===== src/rtl/dma_scfg_pkg.sv =====
package dma_scfg_pkg;

  localparam int POS_EN    = 0;
  localparam int POS_DMEIE = 1;
  localparam int POS_TEIE  = 2;
  localparam int POS_HTIE  = 3;
  localparam int POS_TCIE  = 4;
  localparam int POS_PFC   = 5;
  localparam int POS_DIR   = 6;
  localparam int POS_CIRC  = 8;
  localparam int POS_PINC  = 9;
  localparam int POS_PSZ   = 11;
  localparam int POS_DBM   = 18;
  localparam int IMG_W     = POS_DBM + 1;
  localparam int N_EVT     = 4;

  typedef enum logic [1:0] {
    XD_P2M  = 2'b00,
    XD_M2P  = 2'b01,
    XD_M2M  = 2'b10,
    XD_RSVD = 2'b11
  } xfer_dir_e;

  typedef struct packed {
    logic             en;
    logic             dbm;
    logic [1:0]       psize;
    logic             pinc;
    logic             circ;
    xfer_dir_e        dir;
    logic             pfctrl;
    logic [N_EVT-1:0] irq_en;   // [3] complete, [2] half, [1] error, [0] direct-mode error
  } scfg_t;

  function automatic logic [IMG_W-1:0] scfg_image(input scfg_t c);
    logic [IMG_W-1:0] v;
    v                            = '0;
    v[POS_EN]                    = c.en;
    v[POS_DMEIE +: N_EVT]        = c.irq_en;
    v[POS_PFC]                   = c.pfctrl;
    v[POS_DIR +: 2]              = c.dir;
    v[POS_CIRC]                  = c.circ;
    v[POS_PINC]                  = c.pinc;
    v[POS_PSZ +: 2]              = c.psize;
    v[POS_DBM]                   = c.dbm;
    return v;
  endfunction

endpackage


===== src/rtl/scfg_fields.sv =====
module scfg_fields
  import dma_scfg_pkg::*;
#(
  parameter int DATA_W = 32
) (
  input  logic              clk,
  input  logic              rst_n,
  input  logic              wr_en,
  input  logic [DATA_W-1:0] wr_data,
  output scfg_t             cfg
);

  scfg_t cfg_q;
  scfg_t cand;
  logic  locked;

  assign locked = cfg_q.en;

  always_comb begin
    cand = cfg_q;
    if (wr_en) begin
      cand.en     = wr_data[POS_EN];
      cand.dbm    = wr_data[POS_DBM];
      cand.circ   = wr_data[POS_CIRC];
      cand.irq_en = wr_data[POS_DMEIE +: N_EVT];
      if (!locked) begin
        cand.pinc   = wr_data[POS_PINC];
        cand.pfctrl = wr_data[POS_PFC];
        if (wr_data[POS_DIR +: 2] != XD_RSVD)
          cand.dir = xfer_dir_e'(wr_data[POS_DIR +: 2]);
        if (wr_data[POS_PSZ +: 2] != 2'b11)
          cand.psize = wr_data[POS_PSZ +: 2];
      end
    end
    // hardware overrides on the next-state value
    if (cand.dir == XD_M2M)
      cand.pfctrl = 1'b0;
    if (cand.en && cand.pfctrl)
      cand.circ = 1'b0;
    else if (cand.en && cand.dbm)
      cand.circ = 1'b1;
  end

  always_ff @(posedge clk or negedge rst_n) begin
    if (!rst_n) cfg_q <= '0;
    else        cfg_q <= cand;
  end

  assign cfg = cfg_q;

  AST_LOCKED_HOLD: assert property (@(posedge clk) disable iff (!rst_n)
    (cfg_q.en && wr_en) |=> ($stable(cfg_q.dir) && $stable(cfg_q.pinc) &&
                             $stable(cfg_q.psize) && $stable(cfg_q.pfctrl)));
  AST_DIR_LEGAL: assert property (@(posedge clk) disable iff (!rst_n)
    cfg_q.dir != XD_RSVD);
  AST_PSZ_LEGAL: assert property (@(posedge clk) disable iff (!rst_n)
    cfg_q.psize != 2'b11);
  AST_M2M_NO_PFC: assert property (@(posedge clk) disable iff (!rst_n)
    (cfg_q.dir == XD_M2M) |-> !cfg_q.pfctrl);
  AST_PFC_KILLS_CIRC: assert property (@(posedge clk) disable iff (!rst_n)
    (cfg_q.en && cfg_q.pfctrl) |-> !cfg_q.circ);
  AST_DBM_SETS_CIRC: assert property (@(posedge clk) disable iff (!rst_n)
    (cfg_q.en && cfg_q.dbm && !cfg_q.pfctrl) |-> cfg_q.circ);

endmodule


===== src/rtl/scfg_step.sv =====
module scfg_step #(
  parameter int STEP_W = 3
) (
  input  logic              clk,
  input  logic              rst_n,
  input  logic              pinc,
  input  logic [1:0]        psize,
  output logic [STEP_W-1:0] step
);

  localparam logic [STEP_W-1:0] ONE = STEP_W'(1);

  always_comb begin
    if (pinc) step = ONE << psize;
    else      step = '0;
  end

  AST_STEP_FIXED: assert property (@(posedge clk) disable iff (!rst_n)
    !pinc |-> (step == '0));
  AST_STEP_POW2: assert property (@(posedge clk) disable iff (!rst_n)
    pinc |-> ($countones(step) == 1));

endmodule


===== src/rtl/scfg_irq.sv =====
module scfg_irq #(
  parameter int N_SRC = 4
) (
  input  logic             clk,
  input  logic             rst_n,
  input  logic [N_SRC-1:0] flags,
  input  logic [N_SRC-1:0] enables,
  output logic             irq
);

  logic [N_SRC-1:0] masked;
  logic             irq_q;

  for (genvar i = 0; i < N_SRC; i++) begin : g_mask
    assign masked[i] = flags[i] & enables[i];
  end

  always_ff @(posedge clk or negedge rst_n) begin
    if (!rst_n) irq_q <= 1'b0;
    else        irq_q <= |masked;
  end

  assign irq = irq_q;

  AST_IRQ_RAISE: assert property (@(posedge clk) disable iff (!rst_n)
    (|(flags & enables)) |=> irq);
  AST_IRQ_QUIET: assert property (@(posedge clk) disable iff (!rst_n)
    !(|(flags & enables)) |=> !irq);

endmodule


===== src/rtl/dma_stream_ctrl.sv =====
module dma_stream_ctrl
  import dma_scfg_pkg::*;
#(
  parameter int DATA_W = 32,
  parameter int STEP_W = 3
) (
  input  logic              clk,
  input  logic              rst_n,
  input  logic              reg_sel,
  input  logic              reg_we,
  input  logic [DATA_W-1:0] wr_data,
  output logic [DATA_W-1:0] rd_data,
  input  logic [N_EVT-1:0]  evt_flags,
  output logic              cfg_en,
  output logic [1:0]        cfg_dir,
  output logic              cfg_pfctrl,
  output logic              cfg_circ,
  output logic              cfg_dbm,
  output logic [1:0]        cfg_psize,
  output logic [STEP_W-1:0] per_step,
  output logic              irq
);

  scfg_t            cfg;
  logic             wr_hit;
  logic [IMG_W-1:0] image;

  assign wr_hit = reg_sel & reg_we;

  scfg_fields #(.DATA_W(DATA_W)) u_fields (
    .clk     (clk),
    .rst_n   (rst_n),
    .wr_en   (wr_hit),
    .wr_data (wr_data),
    .cfg     (cfg)
  );

  scfg_step #(.STEP_W(STEP_W)) u_step (
    .clk   (clk),
    .rst_n (rst_n),
    .pinc  (cfg.pinc),
    .psize (cfg.psize),
    .step  (per_step)
  );

  scfg_irq #(.N_SRC(N_EVT)) u_irq (
    .clk     (clk),
    .rst_n   (rst_n),
    .flags   (evt_flags),
    .enables (cfg.irq_en),
    .irq     (irq)
  );

  assign image   = scfg_image(cfg);
  assign rd_data = reg_sel ? DATA_W'(image) : '0;

  assign cfg_en     = cfg.en;
  assign cfg_dir    = cfg.dir;
  assign cfg_pfctrl = cfg.pfctrl;
  assign cfg_circ   = cfg.circ;
  assign cfg_dbm    = cfg.dbm;
  assign cfg_psize  = cfg.psize;

  AST_RESET_CLEAR: assert property (@(posedge clk)
    $rose(rst_n) |-> (!cfg_en && !irq && per_step == '0));

endmodule


===== config.mk =====
export PLATFORM = sky130hd
export DESIGN_NAME = dma_stream_ctrl
export DESIGN_NICKNAME = d
export VERILOG_FILES = /design/src/rtl/dma_scfg_pkg.sv /design/src/rtl/scfg_fields.sv /design/src/rtl/scfg_step.sv /design/src/rtl/scfg_irq.sv /design/src/rtl/dma_stream_ctrl.sv
export SDC_FILE = /design/constraint.sdc
export NUM_CORES = 1
export LEC_CHECK = 0
export BUFFER_PORTS_ARGS = -buffer_cell sky130_fd_sc_hd__buf_2
export CAP_MARGIN = 30
export CORE_ASPECT_RATIO = 1.75
export CORE_UTILIZATION = 39
export DETAILED_ROUTE_END_ITERATION = 6
export PLACE_DENSITY = 0.95
export RECOVER_POWER = 100
export REMOVE_ABC_BUFFERS = 1
export SETUP_SLACK_MARGIN = 0.4
export SYNTH_ARGS = -nofsm -noshare
export SYNTH_HDL_FRONTEND = slang
export SYNTH_HIERARCHICAL = 1
export SYNTH_SLANG_ARGS = --single-unit

===== constraint.sdc =====
create_clock -name clk -period 1.8 [get_ports clk]
set_input_delay 0.09 -clock clk [delete_from_list [all_inputs] [get_ports clk]]
set_output_delay 0.09 -clock clk [all_outputs]
set_load 0.01 [all_outputs]

==> results.ini <==
[run_status]
status = finished clean

[clocking]
cts_tree = done
postCtsSetupBuffers = 0
cts-root-buf = clkbuf_4
clk_latency_ns = 0.27
numCtsBuffers = 3
cts_sinks = 14
clock_path_buffers = 2
ctsHoldBuffers = 1
cts_resized = 0
cts_max_level = 1
clk_pin_slew_ns = 0.08

[routing]
drt_iter0_markers = 2
via_count = 685
dr.pass1.iters = 4
drc_errors = 0
drt_wl_total_um = 1720
ant_nets = 0
wl_per_cell_um = 11.4
vias_per_cell = 4.54

[timing]
rsz0062_at_grt = no
tightest_slew_ns = 0.724
finalHoldViolCount = 0
slew_violations = 0
fmax_mhz = 711
final-setup-viol-count = 0
finalCritPeriodShare_pct = 78.1
worst_clock_skew_ns = 0.00262
finalCriticalPeriod_ns = 1.41
setup_ws_ns = 0.394
slew_headroom_pct = 51.7
setup_tns_ns = 0

[power]
swShare_pct = 32.9
p_sw_mw = 0.318
power.share.clock_pct = 22.3
pwr-share-comb_pct = 32.6
leakage_nw = 0.499
intPower_mw = 0.647
power_frac_seq_pct = 45.1
peakVddDrop_v = 0.000475
power-per-cell-area_nw_per_um2 = 938

[hold_path]
hp-class = input pin to flop

[yosys]
yosysTopAreaCellShare_pct = 39.4
synth_adder_area_share_pct = 0
synth_async_sr_flop_share_pct = 100
syn_area_um2 = 890
yosys-top-cells-count = buf_4, dfrtp_1, and2_2
synth-compound-area-share_pct = 7.03
synth.distinct_cells = 21
synth_top_family_by_area = simple AND/OR/NAND/NOR gates
synth_edf_count = 0
yosysTopAreaCell = dfrtp_1
syn_inst = 82
ys_ff_latch = 14
yosysSeqAreaShare_pct = 39.4
syn_avg_cell_area_um2 = 10.8
synth-main-ff-cell = dfrtp_1
synth_most_common_cell = buf_4
muxShareOfSynthArea_pct = 10.5
synth_warnings = 6
synth_xor_area_share_pct = 0
synth_simple_gate_area_share_pct = 21.9
synth_top_cells_by_area = dfrtp_1, buf_4, mux2_2, and2_2, buf_6

[final_layout]
areaGrowthSynthToFinish_pct = 15.6
nets = 168
drive_gt1_share_pct = 33.1
antenna_cells = 0
stdcell_count = 151
final_util_pct = 48.5
final_area_um2 = 1030

[worst_setup_path]
cp.required_ns = 1.96
crit_arrival_ns = 1.57
cp_max_fo = 9
crit_path_start_kind = flop
cp-end-kind = flop
worstSetupPathType = flop to flop

[run]
cap_violations = 0

[die]
coreArea_um2 = 2120
die_h_um = 65.2
start_util_pct = 42.0
die_area_um2 = 2480
num_rows = 22
die_w_um = 38.1
num_io_pins = 84

[placement]
place.gp.congestion = 0.648
dpl-instance-area_um2 = 1030
dp.cells = 146
port_buffers = 45
post-place-ws_ns = 0.256

[grt]
grt_max_degree = 15
antenna_found_initial = 0
overflow = 0
grt_pass1_wl_um = 2500
grt_pass1_vias = 553
grt_util_all_layers_pct = 14.2

-- state kept, by name, indices dropped and copies added, names as in the netlist --
name             count
u_fields/locked      1
u_fields/cfg        12
u_irq/irq            1
-- critical path, cell delays in order, from the launching register on --
cell and delay, ns:
dfrtp_1 0.41, nand2b_1 0.35, mux2_1 0.38, and2_1 0.17
-- cells by family (layout without fill, tap and decap cells) --
| logic type | count (synthesis) | in the layout |
|---|---|---|
| buf+inv | 23 | 50 |
| mux | 8 | 8 |
| other cells | 1 | 19 |
| simple gates | 28 | 28 |
| flops | 14 | 14 |
| compound gates | 8 | 8 |
-- metal layers --
metal  up-vias  wire length (µm)  global-route usage [%]
met3         2               131                    3.04
met5         -                 0                       0
met2        42               913                    23.3
met1       314               661                    16.8
met4         0                14                    6.70
li1        327                 -                       -
-- power groups by stage --
| stage | sequential (mW) | combinational [mW] | clock [mW] |
|---|---|---|---|
| finish | 0.436 | 0.315 | 0.215 |
| global placement | 0.437 | 0.337 | 0 |
| global route | 0.447 | 0.348 | 0.246 |
| CTS | 0.437 | 0.350 | 0.225 |
| detailed placement | 0.443 | 0.347 | 0 |
| floorplan | 0.453 | 0.185 | 0 |
-- layout by cell type, fill, tap and decap left out, drive strengths merged --
| cell | netlist | final |
|---|---|---|
| buf | 23 | 21 |
| a221oi | 1 | 1 |
| dlygate4sd3 | 0 | 1 |
| and3b | 2 | 2 |
| mux2 | 8 | 8 |
| clkbuf | 0 | 28 |
| dfrtp | 14 | 14 |
| a31oi | 1 | 1 |
| a22oi | 2 | 2 |
| nor2b | 1 | 1 |
| nand2 | 1 | 1 |
| nand2b | 1 | 1 |
| o22a | 3 | 3 |
| conb | 1 | 19 |
| nor3b | 2 | 2 |
| o22ai | 1 | 1 |
| and2 | 15 | 15 |
| nor2 | 5 | 5 |
| and2b | 1 | 1 |
-- per-stage QoR --
step	power, mW	hold WS (ns)
after floorplan	0.638	-0.206
after global placement	0.774	-0.00224
after detailed placement	0.790	-0.00468
after CTS	1.01	0.0286
after global routing	1.04	0.0156
final	0.965	0.0335
-- area by class of cell --
| type | count | area [µm²] |
|---|---|---|
| Clock buffer | 4 | 36.3 |
| Timing Repair Buffer | 46 | 205 |
| Fill cell | 218 | 1090 |
| Tap cell | 24 | 30.0 |
| Multi-Input combinational cell | 63 | 407 |
| Sequential cell | 14 | 350 |
-- worst paths after layout --
check	from	cells after the start	end	slack [ns]
min in group asynchronous	rst_n	2	u_irq/irq	0.38
worst max register to register	u_fields/locked	3	u_fields/cfg[4]	0.39
worst min register to register	u_fields/cfg[3]	2	u_irq/irq	0.51
max in group asynchronous	rst_n	2	u_fields/cfg[5]	0.96
worst min-delay path	evt_flags[3]	3	u_irq/irq	0.03
worst max-delay path	u_fields/locked	3	u_fields/cfg[4]	0.39
No activity file was read; power rests on OpenSTA's default activity.
